--- config.mk ---
export PLATFORM = sky130hd
export DESIGN_NAME = hazard_interlock
export DESIGN_NICKNAME = d
export VERILOG_FILES = /design/src/rtl/hazard_pkg.sv /design/src/rtl/hzd_match_bank.sv /design/src/rtl/hzd_fwd_pick.sv /design/src/rtl/hzd_stall_ctrl.sv /design/src/rtl/hazard_interlock.sv
export SDC_FILE = /design/constraint.sdc
export NUM_CORES = 1
export LEC_CHECK = 0
export CORE_AREA = 2 2 39 41
export DETAILED_ROUTE_END_ITERATION = 10
export DIE_AREA = 0 0 41 43
export DONT_BUFFER_PORTS = 1
export MAX_ROUTING_LAYER = met4
export RECOVER_POWER = 50
export SLEW_MARGIN = 20
export SYNTH_ARGS = -nofsm -noshare
export SYNTH_HDL_FRONTEND = slang
export SYNTH_HIERARCHICAL = 1
export SYNTH_SLANG_ARGS = --single-unit
--- constraint.sdc ---
create_clock -name vclk -period 2.57
set_clock_uncertainty 0.2 [all_clocks]
set_input_delay 0.514 -clock vclk [all_inputs]
set_output_delay 0.514 -clock vclk [all_outputs]
set_load 0.05 [all_outputs]
--- src/rtl/hazard_pkg.sv ---
package hazard_pkg;

  // number of older in-flight instructions compared against register read
  localparam int unsigned NUM_OLDER = 3;
  // producer slot indices, youngest first
  localparam int unsigned SLOT_EX  = 0;
  localparam int unsigned SLOT_MEM = 1;
  localparam int unsigned SLOT_WB  = 2;

  typedef enum logic [1:0] {
    FWD_RF   = 2'b00,
    FWD_EX   = 2'b01,
    FWD_MEM  = 2'b10,
    FWD_LOAD = 2'b11
  } fwdSel_e;

  typedef struct packed {
    logic holdFront;
    logic injectBubble;
  } ctrlStrobes_t;

endpackage

--- src/rtl/hzd_match_bank.sv ---
module hzd_match_bank
  import hazard_pkg::*;
#(
  parameter int unsigned REG_AW = 5
) (
  input  logic                               srcValid,
  input  logic [REG_AW-1:0]                  srcReg,
  input  logic [NUM_OLDER-1:0]               prodValid,
  input  logic [NUM_OLDER-1:0]               prodWrEn,
  input  logic [NUM_OLDER-1:0][REG_AW-1:0]   prodDest,
  output logic [NUM_OLDER-1:0]               hit
);

  logic srcLive;
  assign srcLive = srcValid && (srcReg != '0);

  // one comparator per older stage
  for (genvar g = 0; g < NUM_OLDER; g++) begin : gCmp
    logic destEq;
    assign destEq = (prodDest[g] == srcReg);
    assign hit[g] = srcLive && prodValid[g] && prodWrEn[g] && destEq;
  end

endmodule

--- src/rtl/hzd_fwd_pick.sv ---
module hzd_fwd_pick
  import hazard_pkg::*;
(
  input  logic [NUM_OLDER-1:0] hit,
  input  logic                 exIsLoad,
  input  logic                 memIsLoad,
  input  logic                 srcValid,
  output fwdSel_e              sel,
  output logic                 loadUse
);

  always_comb begin
    sel     = FWD_RF;
    loadUse = 1'b0;
    if (hit[SLOT_EX]) begin
      if (exIsLoad) loadUse = 1'b1;
      else          sel     = FWD_EX;
    end else if (hit[SLOT_MEM]) begin
      sel = memIsLoad ? FWD_LOAD : FWD_MEM;
    end else if (hit[SLOT_WB]) begin
      sel = FWD_RF;
    end
  end

  // selects must be backed by the comparator bank's view of the stages
  always_comb begin
    if (sel == FWD_EX)
      p_ex_path_r2: assert (hit[SLOT_EX] && !exIsLoad)
        else $error("execute bypass chosen without execute match");
    if (sel == FWD_MEM)
      p_mem_path_r3: assert (hit[SLOT_MEM] && !hit[SLOT_EX] && !memIsLoad)
        else $error("memory bypass chosen without sole memory match");
    if (sel == FWD_LOAD)
      p_load_path_r6: assert (hit[SLOT_MEM] && !hit[SLOT_EX] && memIsLoad)
        else $error("load bypass chosen without memory load match");
    if (!srcValid)
      p_dead_src_r1: assert (hit == '0)
        else $error("match reported for an invalid consumer");
  end

endmodule

--- src/rtl/hzd_stall_ctrl.sv ---
module hzd_stall_ctrl
  import hazard_pkg::*;
(
  input  logic         loadUseA,
  input  logic         loadUseB,
  input  fwdSel_e      selA,
  input  fwdSel_e      selB,
  output ctrlStrobes_t strobes
);

  logic needHold;
  assign needHold = loadUseA || loadUseB;

  always_comb begin
    strobes.holdFront    = needHold;
    strobes.injectBubble = needHold;
  end

  // a load-use hold always leaves at least one operand without a bypass
  always_comb begin
    if (strobes.holdFront)
      p_hold_no_bypass_r5: assert (selA == FWD_RF || selB == FWD_RF)
        else $error("hold raised while both operands bypass");
  end

endmodule

--- src/rtl/hazard_interlock.sv ---
module hazard_interlock
  import hazard_pkg::*;
#(
  parameter int unsigned REG_AW = 5
) (
  input  logic              rdValid,
  input  logic [REG_AW-1:0] rdSrcA,
  input  logic [REG_AW-1:0] rdSrcB,
  input  logic              exValid,
  input  logic              exWrEn,
  input  logic              exIsLoad,
  input  logic [REG_AW-1:0] exDest,
  input  logic              memValid,
  input  logic              memWrEn,
  input  logic              memIsLoad,
  input  logic [REG_AW-1:0] memDest,
  input  logic              wbValid,
  input  logic              wbWrEn,
  input  logic [REG_AW-1:0] wbDest,
  output logic [1:0]        fwdSelA,
  output logic [1:0]        fwdSelB,
  output logic              stallUpstream,
  output logic              bubbleAlu
);

  localparam int unsigned NUM_SRC = 2;

  logic [NUM_OLDER-1:0]             prodValid;
  logic [NUM_OLDER-1:0]             prodWrEn;
  logic [NUM_OLDER-1:0][REG_AW-1:0] prodDest;
  logic [NUM_SRC-1:0][REG_AW-1:0]   srcRegs;
  fwdSel_e                          selArr [NUM_SRC];
  logic [NUM_SRC-1:0]               loadUse;
  ctrlStrobes_t                     strobes;

  assign prodValid = {wbValid, memValid, exValid};
  assign prodWrEn  = {wbWrEn, memWrEn, exWrEn};
  assign prodDest  = {wbDest, memDest, exDest};
  assign srcRegs   = {rdSrcB, rdSrcA};

  for (genvar s = 0; s < NUM_SRC; s++) begin : gSrc
    logic [NUM_OLDER-1:0] hit;

    hzd_match_bank #(.REG_AW(REG_AW)) u_match (
      .srcValid (rdValid),
      .srcReg   (srcRegs[s]),
      .prodValid(prodValid),
      .prodWrEn (prodWrEn),
      .prodDest (prodDest),
      .hit      (hit)
    );

    hzd_fwd_pick u_pick (
      .hit      (hit),
      .exIsLoad (exIsLoad),
      .memIsLoad(memIsLoad),
      .srcValid (rdValid),
      .sel      (selArr[s]),
      .loadUse  (loadUse[s])
    );
  end

  hzd_stall_ctrl u_ctrl (
    .loadUseA(loadUse[0]),
    .loadUseB(loadUse[1]),
    .selA    (selArr[0]),
    .selB    (selArr[1]),
    .strobes (strobes)
  );

  assign fwdSelA       = selArr[0];
  assign fwdSelB       = selArr[1];
  assign stallUpstream = strobes.holdFront;
  assign bubbleAlu     = strobes.injectBubble;

  // port-level guards
  always_comb begin
    if (!rdValid)
      p_idle_quiet_r1: assert (fwdSelA == 2'b00 && fwdSelB == 2'b00 && !stallUpstream)
        else $error("idle consumer produced a bypass or hold");
    if (rdSrcA == '0)
      p_zero_src_a_r7: assert (fwdSelA == 2'b00)
        else $error("register 0 bypassed on operand A");
    if (rdSrcB == '0)
      p_zero_src_b_r7: assert (fwdSelB == 2'b00)
        else $error("register 0 bypassed on operand B");
    if (stallUpstream)
      p_hold_needs_ex_load_r11: assert (exValid && exWrEn && exIsLoad)
        else $error("hold without a load in execute");
  end

endmodule

**After elaboration in Yosys (flattened, before gate mapping)**

Cells that the tools add are included.
Widths: inputs -> output; s select.

- RAM bits: 0
- Flip-flop bits (word level): 0
- Output and inout port bits: 6
- ROM bits: 0
- Input bits: 34
- Bits in latches: 0
- Memories: 0
- Word-level logic and storage cells: 30

- Equal/unequal tests: 4
- Multipliers: 0
- Shift-type cells: 0
- Reductions and logical operators: 17
- Bitwise operators: 0
- Divide/modulo/power cells: 0
- Add/subtract/negate cells: 0
- Muxes and demuxes: 9
- Magnitude comparators: 0

Operators by type and width:

| kind | number |
|---|---|
| $eq 5x5->1 | 4 |
| $logic_and 1x1->1 | 14 |
| $reduce_bool 5->1 | 2 |
| $mux 2 | 4 |
| $mux 1 | 5 |
| $logic_or 1x1->1 | 1 |

**Logic depth before layout (Yosys ltp)**

Gate-level depths: netlist of run 1.

- Word-level depth: 7
- Depth in mapped cells: 6
- Depth with buffers taken out: 5

**Modules after synthesis**

The synthesis of run 1 kept the hierarchy.

Modules (own cells, without submodules):

| module | area an instance (um^2) | sequential area each (um^2) | cells an instance | times used |
|---|---|---|---|---|
| hzd_match_bank | 196.4 | 0.0 | 26 | 2 |
| hzd_fwd_pick | 27.5 | 0.0 | 4 | 2 |
| hzd_stall_ctrl | 21.3 | 0.0 | 3 | 1 |

**Least setup slack after synthesis of run 1**

OpenSTA, ideal clock, no wires.

- Path type: input-to-output
- Start: in rdSrcA[1]
- End: out fwdSelA[0]
- Setup slack: -0.431 ns
- Arrival: 2.287 ns
- Stages on the path: 5
- Required time: 1.856 ns
- Path buffers: 0
- Cell sequence: or4_1 o21ai_2 nor3_1 nor2b_2 a22o_1

- Elaborated cells on any way between the ends: 12
- Classes of those cells: eq/ne (2); mux (2); reduce/logical (8)

RTL lines:

| element | RTL line | source |
|---|---|---|
| start, declared | hazard_interlock.sv:7 | `input logic [REG_AW-1:0] rdSrcA,` |
| $reduce_bool 5->1 | hzd_match_bank.sv:15 | `assign srcLive = srcValid && (srcReg != '0);` |
| $logic_and 1x1->1 | hzd_match_bank.sv:15 |  |
| $logic_and 1x1->1 (2 in series) | hzd_match_bank.sv:21 | `assign hit[g] = srcLive && prodValid[g] && prodWrEn[g] && destEq;` |
| $logic_and 1x1->1 * | hzd_match_bank.sv:21 |  |
| via gSrc[0].hit[0] | hazard_interlock.sv:42 | `logic [NUM_OLDER-1:0] hit;` |
| $mux 2 * | hzd_fwd_pick.sv:15 | `if (hit[SLOT_EX]) begin` |
| end, declared | hazard_interlock.sv:20 | `output logic [1:0] fwdSelA,` |

Mark *: on every way through the listed nets, which the timed path passes. The rest lies on a longest branch.

**Worst setup path after layout of run 1**

- Start: in rdSrcA[1]
- End: out bubbleAlu

- Longest elaborated chain between the ends: 7
- Elaborated cells on any way between the ends: 8
- Classes of those cells: eq/ne (1); mux (1); reduce/logical (6)

Ends and longest elaborated chain:

| element | RTL line | source |
|---|---|---|
| $reduce_bool 5->1 | hzd_match_bank.sv:15 |  |
| $logic_and 1x1->1 | hzd_match_bank.sv:15 |  |
| $logic_and 1x1->1 (2 in series) | hzd_match_bank.sv:21 |  |
| $logic_and 1x1->1 * | hzd_match_bank.sv:21 |  |
| via gSrc[0].hit[0] | hazard_interlock.sv:42 |  |
| $mux 1 * | hzd_fwd_pick.sv:15 |  |
| via loadUse[0] | hazard_interlock.sv:33 | `logic [NUM_SRC-1:0] loadUse;` |
| $logic_or 1x1->1 * | hzd_stall_ctrl.sv:12 | `assign needHold = loadUseA \|\| loadUseB;` |
| end, declared | hazard_interlock.sv:23 | `output logic bubbleAlu` |

Marks and branches as above.

==> flow_summary.yaml, run 1 <==
die:
  fp.coreArea_um2: 1384
  start_util: 0.2523
  die_area_um2: 1763
  die_x_um: 41
  die_h_um: 43
  io_pins: 40
  num_rows: 14
timing:
  fin_setup_tns_ns: 0
  clock.fmax_mhz: 394.5
  rsz0062_at_grt: "no"
  setup-violations-final: 0
  slew_headroom: 0.8351
  hold_viol_final: 0
  holdWs_ns: 1.011
  worst_pin_slew_ns: 0.2491
  fin_crit_ns: 2.535
  fin_crit_sh: 0.9864
  drv_slew: 0
drt:
  post_drt_wl_per_cell_um: 14.01
  vias_per_cell: 5.328
  first_iter_violations: 3
  vias: 357
  drc: 0
  first_pass_iters: 2
  ant_nets: 0
  routed_wl_um: 939
finish:
  nClkBuffers: 0
  area_growth_pct: 34.41
  num_antenna_cells: 0
  seq_area_um2: 0
  design.seq.count: 0
  nNetsFinal: 87
  design_area_um2: 469.2
  drive_gt1_frac: 0.3137
global_routing:
  grt_max_degree: 5
  grt_use_total: 0.1157
  antenna_found_initial: 0
  grt_pass1_wl_mm: 1.469
  grt_pass1_vias: 370
  grt_overflow: 0
critical_path:
  critPathLaunchType: "primary input"
  cp-endpoint: "bubbleAlu"
  crit_required_ns: 1.86
  worstSetupStartpoint: "rdSrcA[1]"
  endpoint_kind: "output pin"
  worstSetupPathType: "in -> out"
  cp.arrival_ns: 1.82
  path_max_fanout: 3
placed_design:
  port_buffers: 0
  dpl-instance-area_um2: 441.7
  gp_congestion: 0.7405
power:
  ir_drop_mv: 0.04406
  powerDensity_nw_per_um2: 97.84
  finalPower_uw: 45.91
  p_leak_uw: 0.0001450
logic_synthesis:
  synth_area_per_cell_um2: 7.427
  synth.yosys.warnings: 6
  synth_cells: 47
  syn_area_um2: 349.1
  syn_nets: 81
run:
  cap_viol_max_count: 0
status:
  status: "completed"
clock_tree:
  cts_hold_buf: 0
min_path:
  hold_class: "in -> out"
## critical path, stage by stage
cell	delay, ns
or4_4	0.53
o21ai_4	0.17
nor3_2	0.05
and2_1	0.13
or2_1	0.25
buf_12	0.17
## cell type report
cell class                      count  area (um2)
Inverter                            2       7.507
Timing Repair Buffer                6       55.05
Multi-Input combinational cell     43       386.6
Fill cell                         154       914.6
Tap cell                           16       20.02
## metrics by stage
step / util / setup WS, ns / cells
2_1_floorplan: - / 0.001520 / 47
3_3_place_gp: 0.3192 / 0.02840 / 66
3_5_place_dp: 0.3192 / 0.01669 / 66
4_1_cts: 0.3192 / 0.01669 / 66
5_1_grt: 0.3391 / 0.002808 / 67
6_report: 0.3391 / 0.03501 / 67
## worst min-delay path by stage
stage / start / to / slack, ns / cells past startpoint
3_3_place_gp: memIsLoad / fwdSelB[0] / 1.01 / 1
4_1_cts: memIsLoad / fwdSelB[0] / 1.01 / 1
5_1_grt: memIsLoad / fwdSelB[0] / 1.01 / 1
2_1_floorplan: memIsLoad / fwdSelA[0] / 1.01 / 1
3_5_place_dp: memIsLoad / fwdSelB[0] / 1.01 / 1
6_report: memIsLoad / fwdSelB[0] / 1.01 / 1
## layer usage
layer / GRT usage / part of all wire / vias to the layer above
met5: - / 0 / -
met4: 0.02667 / 0.015 / 0
met3: 0.02618 / 0.11 / 2
met2: 0.2031 / 0.54 / 18
met1: 0.1234 / 0.33 / 165
li1: - / - / 172
## placed cells by master (no fill, tap or decap)
master,count
inv_1,2
clkbuf_4,1
nor2b_4,2
a22o_4,2
or4_4,2
o21ai_4,2
or2_1,1
nor3_2,2
nand4_1,4
buf_12,1
buf_4,3
and2_1,2
xnor2_1,20
buf_2,1
nand3_1,4
nor3_1,2
## where the power goes
group          switching, uW  internal [uW]  total, uW
Clock                      0              0          0
Combinational           16.1           29.8       45.9
Sequential                 0              0          0
Total                   16.1           29.8       45.9
## what timing repair did
| item | 4_1_cts | 5_1_grt |
|---|---|---|
| gates resized for setup | 0 | 4 |
| endpoints found under the setup margin | 0 | 2 |
| buffers inserted | 0 | 1 |
Note: power is estimated with default switching activity, not from simulation.
==> run 2, diff against run 1 <==
--- a/config.mk
+++ b/config.mk
@@ -10,7 +10,7 @@
 export DIE_AREA = 0 0 41 43
 export DONT_BUFFER_PORTS = 1
 export MAX_ROUTING_LAYER = met4
-export RECOVER_POWER = 50
+export RECOVER_POWER = 100
 export SLEW_MARGIN = 20
 export SYNTH_ARGS = -nofsm -noshare
 export SYNTH_HDL_FRONTEND = slang
==> flow_summary.yaml, run 2 (synthesis results as in run 1) <==
timing:
  fin_crit_sh: 0.9923
  clock.fmax_mhz: 392.1
  fin_ws_ns: 0.01982
  drv_slew: 0
  setup-violations-final: 0
  fin_crit_ns: 2.550
  hold_viol_final: 0
  worst_pin_slew_ns: 0.2661
  slew_headroom: 0.8234
power:
  p_leak_uw: 0.0001388
  p_seq_frac: 0
  swShare: 0.3487
  powerDensity_nw_per_um2: 98.82
  power_frac_comb: 1.000
  ir_drop_mv: 0.04406
  power.share.clock: 0
  p_switching_uw: 15.91
  internal-power_uw: 29.72
drt:
  post_drt_wl_per_cell_um: 14.01
  first_iter_violations: 3
  vias: 358
  routed_wl_um: 939
  vias_per_cell: 5.343
  drc: 0
  first_pass_iters: 2
  ant_nets: 0
die:
  die_area_um2: 1763
  die_x_um: 41
  die_h_um: 43
  num_rows: 14
  io_pins: 40
  start_util: 0.2523
  fp.coreArea_um2: 1384
min_path:
  hold_class: "in -> out"
finish:
  area_growth_pct: 32.26
  nFillCells: 154
  seq_area_um2: 0
  layout.cells.non_filler: 67
  multi_input_area_um2: 379.1
  design_area_um2: 461.7
  nClkBuffers: 0
  drive_gt1_frac: 0.3137
  design.seq.count: 0
  nNetsFinal: 87
  final_common_cell: "xnor2_1"
  num_antenna_cells: 0
  final_cell_mix: "20 x xnor2_1, 4 x nand4_1, 4 x nand3_1, 3 x buf_4"
  postLayoutCoreUtil: 0.3336
global_routing:
  grt_pass1_wl_mm: 1.469
  grt_use_total: 0.1157
  grt_overflow: 0
  grt_max_degree: 5
  grt_pass1_vias: 370
  antenna_found_initial: 0
placed_design:
  gp_congestion: 0.7405
  dp_slack_ns: 0.01669
  dpl.cell_count: 66
  port_buffers: 0
  dpl-instance-area_um2: 441.7
critical_path:
  cp.arrival_ns: 1.84
  critPathLaunchType: "primary input"
  worstSetupPathType: "in -> out"
  endpoint_kind: "output pin"
  path_max_fanout: 3
  crit_required_ns: 1.86
status:
  status: "completed"
run:
  cap_viol_max_count: 0
[run 2: cell count changes in the layout (fill, tap and decap cells not counted)]
cell,previous run,this run
a22o_2,0,1
a22o_4,2,1
[run 2: what timing repair did]
action | in CTS | in global routing
hold buffers | 0 | 0
resized for setup | 0 | 4
hold endpoints to repair | 0 | 0
setup endpoints to repair | 0 | 2
buffers inserted | 0 | 1
[run 2: critical path, stage by stage]
cell,delay [ns]
or4_4,0.53
o21ai_4,0.17
buf_4,0.12
nor3_1,0.05
nor2b_4,0.12
a22o_2,0.33
[run 2: final timing paths]
path / startpoint / to / slack [ns] / cells after the start
worst max-delay path: rdSrcA[1] / fwdSelA[0] / 0.02 / 6
worst min-delay path: memIsLoad / fwdSelB[0] / 1.01 / 1
[run 2: power groups by stage]
stage | clock network [uW] | logic, uW | registers [uW]
after global routing | 0 | 49.3 | 0
final | 0 | 45.6 | 0
after floorplan | 0 | 38.7 | 0
after CTS | 0 | 42.9 | 0
after global placement | 0 | 41.8 | 0
after detailed placement | 0 | 42.8 | 0
[run 2: routing by layer]
metal	GRT usage	share of wire
met1	0.1234	0.33
met4	0.02667	0.015
met5	-	0
met3	0.02618	0.11
met2	0.2031	0.54
[run 2: layout make-up]
cell class         instances  share of cell area
repair buffers             6              0.1192
multi-input cells         43              0.8211
inverters                  2             0.01626
well taps                 16             0.04336
[run 2: through the flow]
step,hold WS (ns),setup TNS [ns],total power [uW]
after floorplan,1.008,0,38.73
after CTS,1.011,0,42.93
after detailed placement,1.010,0,42.83
after global placement,1.011,0,41.82
after global routing,1.012,-0.005677,49.29
final,1.011,0,45.63
